[src/rtl/zbus_pkg.sv]
package zbus_pkg;
  typedef enum logic [2:0] {
    PH_IDLE = 3'd0,
    PH_T1   = 3'd1,
    PH_T2   = 3'd2,
    PH_TW   = 3'd3,
    PH_T3   = 3'd4
  } zbus_phase_e;
endpackage

[src/rtl/zbus_phase_timer.sv]
module zbus_phase_timer #(
  parameter int CFG_W = 4
) (
  input  logic             clk,
  input  logic             rst_n,
  input  logic             busy,
  input  logic [CFG_W-1:0] len,
  output logic             last
);
  logic [CFG_W-1:0] cnt_q;

  // every phase has the same length, so the count simply wraps at each boundary
  assign last = busy && (cnt_q == len - 1'b1);

  always_ff @(posedge clk or negedge rst_n) begin
    if (!rst_n)             cnt_q <= '0;
    else if (!busy || last) cnt_q <= '0;
    else                    cnt_q <= cnt_q + 1'b1;
  end

  p_cnt_in_len_r7: assert property (@(posedge clk) disable iff (!rst_n)
    busy |-> (cnt_q < len));
endmodule

[src/rtl/zbus_req_hold.sv]
module zbus_req_hold #(
  parameter int ADDR_W   = 24,
  parameter int DATA_W   = 8,
  parameter int CS_IDX_W = 2,
  parameter int CFG_W    = 4
) (
  input  logic                clk,
  input  logic                rst_n,
  input  logic                take,
  input  logic [ADDR_W-1:0]   in_addr,
  input  logic [DATA_W-1:0]   in_wdata,
  input  logic                in_write,
  input  logic                in_io,
  input  logic [CS_IDX_W-1:0] in_cs,
  input  logic [CFG_W-1:0]    in_cfg,
  output logic [ADDR_W-1:0]   cur_addr,
  output logic [DATA_W-1:0]   cur_wdata,
  output logic                cur_write,
  output logic                cur_io,
  output logic [CS_IDX_W-1:0] cur_cs,
  output logic [CFG_W-1:0]    len_q
);
  logic [ADDR_W-1:0]   addr_q;
  logic [DATA_W-1:0]   wdata_q;
  logic                write_q, io_q;
  logic [CS_IDX_W-1:0] cs_q;
  logic [CFG_W-1:0]    len_eff;

  assign len_eff = (in_cfg == '0) ? CFG_W'(1) : in_cfg;

  always_ff @(posedge clk or negedge rst_n) begin
    if (!rst_n) begin
      addr_q  <= '0;
      wdata_q <= '0;
      write_q <= 1'b0;
      io_q    <= 1'b0;
      cs_q    <= '0;
      len_q   <= CFG_W'(1);
    end else if (take) begin
      addr_q  <= in_addr;
      wdata_q <= in_wdata;
      write_q <= in_write;
      io_q    <= in_io;
      cs_q    <= in_cs;
      len_q   <= len_eff;
    end
  end

  // on the accept cycle the strobe registers must see the new request directly
  assign cur_addr  = take ? in_addr  : addr_q;
  assign cur_wdata = take ? in_wdata : wdata_q;
  assign cur_write = take ? in_write : write_q;
  assign cur_io    = take ? in_io    : io_q;
  assign cur_cs    = take ? in_cs    : cs_q;

  p_len_nonzero_r7: assert property (@(posedge clk) disable iff (!rst_n)
    len_q != '0);
endmodule

[src/rtl/zbus_strobe_gen.sv]
module zbus_strobe_gen
  import zbus_pkg::*;
#(
  parameter int ADDR_W   = 24,
  parameter int DATA_W   = 8,
  parameter int NUM_CS   = 4,
  parameter int CS_IDX_W = 2
) (
  input  logic                clk,
  input  logic                rst_n,
  input  zbus_phase_e         ph_next,
  input  logic                write,
  input  logic                io,
  input  logic [CS_IDX_W-1:0] cs_idx,
  input  logic [ADDR_W-1:0]   addr,
  input  logic [DATA_W-1:0]   wdata,
  output logic [ADDR_W-1:0]   bus_addr,
  output logic [DATA_W-1:0]   bus_dout,
  output logic                bus_doe,
  output logic [NUM_CS-1:0]   bus_cs_n,
  output logic                bus_rd_n,
  output logic                bus_wr_n,
  output logic                bus_mreq_n,
  output logic                bus_iorq_n
);
  logic              active, strobe;
  logic [NUM_CS-1:0] cs_d;

  assign active = (ph_next != PH_IDLE);
  assign strobe = (ph_next == PH_T2) || (ph_next == PH_TW) || (ph_next == PH_T3);

  always_comb begin
    for (int i = 0; i < NUM_CS; i++) begin
      cs_d[i] = !(active && (cs_idx == CS_IDX_W'(i)));
    end
  end

  always_ff @(posedge clk or negedge rst_n) begin
    if (!rst_n) begin
      bus_addr   <= '0;
      bus_dout   <= '0;
      bus_doe    <= 1'b0;
      bus_cs_n   <= '1;
      bus_rd_n   <= 1'b1;
      bus_wr_n   <= 1'b1;
      bus_mreq_n <= 1'b1;
      bus_iorq_n <= 1'b1;
    end else begin
      if (active)          bus_addr <= addr;
      if (active && write) bus_dout <= wdata;
      bus_doe    <= active && write;
      bus_cs_n   <= cs_d;
      bus_rd_n   <= !(strobe && !write);
      bus_wr_n   <= !(strobe && write);
      bus_mreq_n <= !(strobe && !io);
      bus_iorq_n <= !(strobe && io);
    end
  end

  p_rd_wr_excl_r3: assert property (@(posedge clk) disable iff (!rst_n)
    bus_rd_n || bus_wr_n);
  p_space_excl_r3: assert property (@(posedge clk) disable iff (!rst_n)
    bus_mreq_n || bus_iorq_n);
  p_cs_onehot0_r2: assert property (@(posedge clk) disable iff (!rst_n)
    $onehot0(~bus_cs_n));
  p_strobe_has_cs_r3: assert property (@(posedge clk) disable iff (!rst_n)
    (!bus_rd_n || !bus_wr_n) |-> !(&bus_cs_n));
  p_doe_not_read_r8: assert property (@(posedge clk) disable iff (!rst_n)
    bus_doe |-> (bus_rd_n && !(&bus_cs_n)));
endmodule

[src/rtl/zbus_seq.sv]
module zbus_seq
  import zbus_pkg::*;
#(
  parameter int ADDR_W = 24,
  parameter int DATA_W = 8,
  parameter int NUM_CS = 4,
  parameter int CFG_W  = 4,
  localparam int CS_IDX_W = (NUM_CS > 1) ? $clog2(NUM_CS) : 1
) (
  input  logic                clk,
  input  logic                rst_n,
  input  logic [CFG_W-1:0]    cfg_phase_clks,
  input  logic                req_valid,
  output logic                req_ready,
  input  logic [ADDR_W-1:0]   req_addr,
  input  logic [DATA_W-1:0]   req_wdata,
  input  logic                req_write,
  input  logic                req_io,
  input  logic [CS_IDX_W-1:0] req_cs,
  output logic                rsp_valid,
  output logic [DATA_W-1:0]   rsp_rdata,
  output logic [ADDR_W-1:0]   bus_addr,
  output logic [DATA_W-1:0]   bus_dout,
  output logic                bus_doe,
  input  logic [DATA_W-1:0]   bus_din,
  output logic [NUM_CS-1:0]   bus_cs_n,
  output logic                bus_rd_n,
  output logic                bus_wr_n,
  output logic                bus_mreq_n,
  output logic                bus_iorq_n,
  input  logic                bus_wait_n
);
  zbus_phase_e         phase_q, ph_next;
  logic                take, last, busy, wait_q, done;
  logic [ADDR_W-1:0]   cur_addr;
  logic [DATA_W-1:0]   cur_wdata;
  logic                cur_write, cur_io;
  logic [CS_IDX_W-1:0] cur_cs;
  logic [CFG_W-1:0]    len_q;

  assign req_ready = (phase_q == PH_IDLE);
  assign take      = req_ready && req_valid;
  assign busy      = !req_ready;
  assign done      = (phase_q == PH_T3) && last;

  zbus_req_hold #(
    .ADDR_W(ADDR_W), .DATA_W(DATA_W), .CS_IDX_W(CS_IDX_W), .CFG_W(CFG_W)
  ) u_hold (
    .clk(clk), .rst_n(rst_n), .take(take),
    .in_addr(req_addr), .in_wdata(req_wdata), .in_write(req_write),
    .in_io(req_io), .in_cs(req_cs), .in_cfg(cfg_phase_clks),
    .cur_addr(cur_addr), .cur_wdata(cur_wdata), .cur_write(cur_write),
    .cur_io(cur_io), .cur_cs(cur_cs), .len_q(len_q)
  );

  zbus_phase_timer #(.CFG_W(CFG_W)) u_timer (
    .clk(clk), .rst_n(rst_n), .busy(busy), .len(len_q), .last(last)
  );

  // wait line registered once: a decision at a phase's last clock sees the level one clock earlier
  always_ff @(posedge clk or negedge rst_n) begin
    if (!rst_n) wait_q <= 1'b1;
    else        wait_q <= bus_wait_n;
  end

  always_comb begin
    ph_next = phase_q;
    unique case (phase_q)
      PH_IDLE: if (req_valid) ph_next = PH_T1;
      PH_T1:   if (last) ph_next = PH_T2;
      PH_T2:   if (last) ph_next = wait_q ? PH_T3 : PH_TW;
      PH_TW:   if (last) ph_next = wait_q ? PH_T3 : PH_TW;
      PH_T3:   if (last) ph_next = PH_IDLE;
      default: ph_next = PH_IDLE;
    endcase
  end

  always_ff @(posedge clk or negedge rst_n) begin
    if (!rst_n) begin
      phase_q   <= PH_IDLE;
      rsp_valid <= 1'b0;
      rsp_rdata <= '0;
    end else begin
      phase_q   <= ph_next;
      rsp_valid <= done;
      if (done) rsp_rdata <= bus_din;
    end
  end

  zbus_strobe_gen #(
    .ADDR_W(ADDR_W), .DATA_W(DATA_W), .NUM_CS(NUM_CS), .CS_IDX_W(CS_IDX_W)
  ) u_strobe (
    .clk(clk), .rst_n(rst_n), .ph_next(ph_next),
    .write(cur_write), .io(cur_io), .cs_idx(cur_cs),
    .addr(cur_addr), .wdata(cur_wdata),
    .bus_addr(bus_addr), .bus_dout(bus_dout), .bus_doe(bus_doe),
    .bus_cs_n(bus_cs_n), .bus_rd_n(bus_rd_n), .bus_wr_n(bus_wr_n),
    .bus_mreq_n(bus_mreq_n), .bus_iorq_n(bus_iorq_n)
  );

  p_ready_quiet_r1: assert property (@(posedge clk) disable iff (!rst_n)
    req_ready |-> (&bus_cs_n && bus_rd_n && bus_wr_n && !bus_doe));
  p_wait_blocks_t3_r4: assert property (@(posedge clk) disable iff (!rst_n)
    ((phase_q == PH_T2 || phase_q == PH_TW) && last && !wait_q) |=> (phase_q == PH_TW));
  p_t3_hold_r5: assert property (@(posedge clk) disable iff (!rst_n)
    (phase_q == PH_T3 && $past(phase_q == PH_T3))
      |-> $stable({bus_addr, bus_dout, bus_doe, bus_cs_n, bus_rd_n, bus_wr_n, bus_mreq_n, bus_iorq_n}));
  p_done_pulse_r6: assert property (@(posedge clk) disable iff (!rst_n)
    rsp_valid |=> !rsp_valid);
  p_done_released_r6: assert property (@(posedge clk) disable iff (!rst_n)
    rsp_valid |-> (&bus_cs_n && bus_mreq_n && bus_iorq_n && !bus_doe));
endmodule

[config.mk]
export PLATFORM = sky130hd
export DESIGN_NAME = zbus_seq
export DESIGN_NICKNAME = d
export VERILOG_FILES = /design/src/rtl/zbus_pkg.sv /design/src/rtl/zbus_phase_timer.sv /design/src/rtl/zbus_req_hold.sv /design/src/rtl/zbus_strobe_gen.sv /design/src/rtl/zbus_seq.sv
export SDC_FILE = /design/constraint.sdc
export NUM_CORES = 1
export LEC_CHECK = 0
export BUFFER_PORTS_ARGS = -buffer_cell sky130_fd_sc_hd__buf_2
export CAP_MARGIN = 0
export CORE_MARGIN = 10
export CORE_UTILIZATION = 42
export DETAILED_ROUTE_END_ITERATION = 6
export GPL_ROUTABILITY_DRIVEN = 1
export GPL_TIMING_DRIVEN = 0
export MAX_ROUTING_LAYER = met4
export PLACE_DENSITY = 0.65
export RECOVER_POWER = 50
export SETUP_SLACK_MARGIN = 0.02
export SLEW_MARGIN = 20
export SYNTH_ARGS = -nofsm -noshare
export SYNTH_HDL_FRONTEND = slang
export SYNTH_SLANG_ARGS = --single-unit
[constraint.sdc]
create_clock -name clk -period 2.7 [get_ports clk]
set_input_delay 0.27 -clock clk [delete_from_list [all_inputs] [get_ports clk]]
set_output_delay 0.27 -clock clk [all_outputs]
set_load 0.02 [all_outputs]
==> impl_results.md <==
- Overall Global Routing Usage: 0.135
- Ys Warns: 0
- Register area: 2460 um2
- First-pass GRT wire length: 15.3 mm
- GRT overflow: 0
- Area taken by multi-input logic gates: 1490 um2
- Core area: 9370 um2
- Clk_skew: 0.0104 ns
- Final instance area: 4990 um2
- Biggest cell delay along the critical path: 0.57 ns
- Synth Instances: 311
- Clock network power share: 0.154
- Switching share of total power: 0.372
- Syn_nets: 365
- Fmax: 0.400 GHz
- Die area: 14,100 um2
- Chip height: 119 um
- Startpoint Class: flop
- Final nets: 481
- Drt total wl: 9.20 mm
- CP max stage cell: dfstp_2
- Pwr Density: 1240 nW/um2
- Hpwl dp: 6.95 mm
- FF-to-FF path depth: 7
- Drt first-iter violations: 128
- Most common cell after layout, fill and taps aside: dfrtp_1
- Register share of total power: 0.408
- Internal power: 3900 uW
- Final hold vios: 0
- Comb power frac: 0.438
- Hold Path Class: in2reg
- CTS tree: done
- Synthesized area per cell: 13.2 um2
- Area Overhead vs Synth: 21.8%
- Port-buffer cells: 102
- Leakage: 0.00231 uW
- Pin count of the biggest net entering global routing: 65
- Number of synthesized register bits: 98
- Routability cong.: 0.774
- Yosys cell types: 36
- Num CTS Buffers: 9
- Drt wl/cell: 16.4 um
- Starting Density: 0.437
- Max-slew violations: 35
- Placed cell count: 543
- CTS root buf: clkbuf_8
- Mapped Area: 4100 um2
- WP data arrival: 2.74 ns
- Final Instance Count excl. Fillers: 562
- CTS Buffer Depth: 2
- Least-Margin Pin Slew: 1.93 ns
- Switching Power: 2310 uW
- Failing checks: capacitance limit, slew limit
- CP Class: reg2reg
- CTS H-tree depth: 3
- Via/cell ratio: 4.85
- # clock sinks: 98
- Tcrit/Tclk final: 0.925
- Tmin final: 2.50 ns
- Layout cells sized above 1: 0.428
- Delay-heaviest family, CP: compound AO/OA/AOI/OAI gates
- Worst-Skew Late Latency: 0.35 ns
- Setup_tns: 0 ns
- Status: finished with violations
- CP required: 2.94 ns
- Peak supply drop: 455 uV
- Area post-placement: 4800 um2
- Top_reg_cell synth: dfrtp_1
- Unrepaired setup endpoints after global routing: false
- Max Cap Viol: 1
- CP endpoint kind: flop
- Vias in the first global route: 2,980
- Crit-path cells: inv_1 -> ha_1 -> xnor3_1 -> nand3_2 -> o21ai_4 -> a2bb2oi_4 -> mux2_2
- Clock transition at path regs: 0.10 ns
- Most frequent cells in the layout: 88 x dfrtp_1, 80 x buf_2, 47 x nand2_1
- Sequential element share of the synthesized area: 0.602
- Ports: 103
- Via count: 2,723
- Postcts setup bufs: 0
- Relative slew slack: -0.286
- Async SR Flop Fraction: 1.00
- Post-synth EDFFs: 0
- Drt drc: 0
- Rows: 35
- First-pass DRT Iterations: 4
- Final Setup Violations: 0
- Worst hold stages: 3
- Die W: 119 um
- ANT nets after route: 0
- Stages on worst setup path: 7
- Filler cells: 888
- Initial antenna violation count: 1
- CP max FO: 10
- Worst Path Buf+Inv: 1
-- metrics by stage --
stage               setup WS (ns)  hold WS (ns)   util  total power (uW)
detailed placement          0.181         0.182  0.513              5380
finish                      0.202         0.128  0.533              6210
CTS                         0.170         0.106  0.536              6360
floorplan                   0.448       -0.0256      -              4570
global route               0.0654         0.117  0.533              6690
global placement            0.220         0.377  0.509              5270
-- path summary, 6_finish.rpt --
kind | start | to | slack [ns]
worst max-delay path | u_hold.len_q[0]$_DFFE_PN1P_ | u_strobe.bus_dout[1]$_DFFE_PN0P_ | 0.20
worst min-delay path | req_wdata[5] | u_hold.wdata_q[5]$_DFF_PN0_ | 0.13
worst max register to register | u_hold.len_q[0]$_DFFE_PN1P_ | u_strobe.bus_dout[1]$_DFFE_PN0P_ | 0.20
worst min register to register | u_hold.wdata_q[0]$_DFF_PN0_ | u_hold.wdata_q[0]$_DFF_PN0_ | 0.48
max in group asynchronous | rst_n | u_strobe.bus_mreq_n$_DFF_PN1_ | 0.57
min in group asynchronous | rst_n | u_strobe.bus_addr[16]$_DFFE_PN0N_ | 0.98
-- registers in the layout, summed over array words and instances, names as in the netlist, 2 cells and up --
register / count
rsp_rdata: 8
u_hold.len_q: 4
u_hold.wdata_q: 8
u_hold.addr_q: 24
u_strobe.bus_cs_n: 4
phase_q: 3
u_strobe.bus_addr: 24
u_strobe.bus_dout: 8
u_timer.cnt_q: 4
u_hold.cs_q: 2
-- power groups by stage --
| stage | Sequential (uW) | Combinational, uW | Clock (uW) |
|---|---|---|---|
| floorplan | 2890 | 1670 | 0 |
| global placement | 2530 | 2740 | 0 |
| detailed placement | 2570 | 2820 | 0 |
| CTS | 2540 | 2830 | 991 |
| global route | 2620 | 3020 | 1050 |
| finish | 2540 | 2720 | 956 |
-- logic make-up (layout without fill, tap and decap cells) --
logic type / count (synthesis) / after routing / synth area share
fa+ha+maj: 2 / 2 / 0.00611
other cells: 0 / 1 / 0
mux: 40 / 40 / 0.115
simple gates: 101 / 101 / 0.126
xor+xnor: 7 / 7 / 0.0183
flops: 98 / 98 / 0.602
buf+inv: 23 / 144 / 0.0348
compound gates: 40 / 40 / 0.0986
-- synth_stat cells, types with 4 or more instances --
cell      number  area [um2]
inv_1          9        33.8
mux2_4         5        75.1
o21ai_0        9        45.0
nand3_1        4        20.0
nor3_1         9        45.0
buf_6          4        45.0
nor3b_1        5        37.5
nand2_1       47         176
dfrtp_1       88        2200
dfstp_2       10         263
mux2_2        35         394
o221a_2       23         259
nand2b_1      26         163
-- layer usage --
metal | vias to the layer above | wire (um) | track usage
li1 | 1320 | - | -
met1 | 1318 | 4270 | 0.164
met2 | 81 | 4250 | 0.209
met3 | 4 | 629 | 0.0505
met4 | 0 | 51 | 0.0321
met5 | - | 0 | -
-- final cells by class --
type                       count  share of cell area
antenna                        1            0.000501
buffer                        14              0.0218
clock buffer                  11              0.0283
clock inverter                 5              0.0125
inverter                       9             0.00677
multi-input combinational    190               0.298
sequential                    98               0.494
tap                          129              0.0323
timing repair buffer         105               0.106
-- tightest hold or removal path, delay by kind of cell --
family	cells	cell delay (ns)
and+or+nand+nor	2	0.10
buffers and inverters	1	0.07
-- repair_timing --
item / 4_1_cts / 5_1_grt
endpoints found under the setup margin: 0 / 0
hold buffers: 2 / 0
hold endpoints to repair: 35 / 0
resized for setup: 0 / 0
Power figures use the tool's default switching activity.
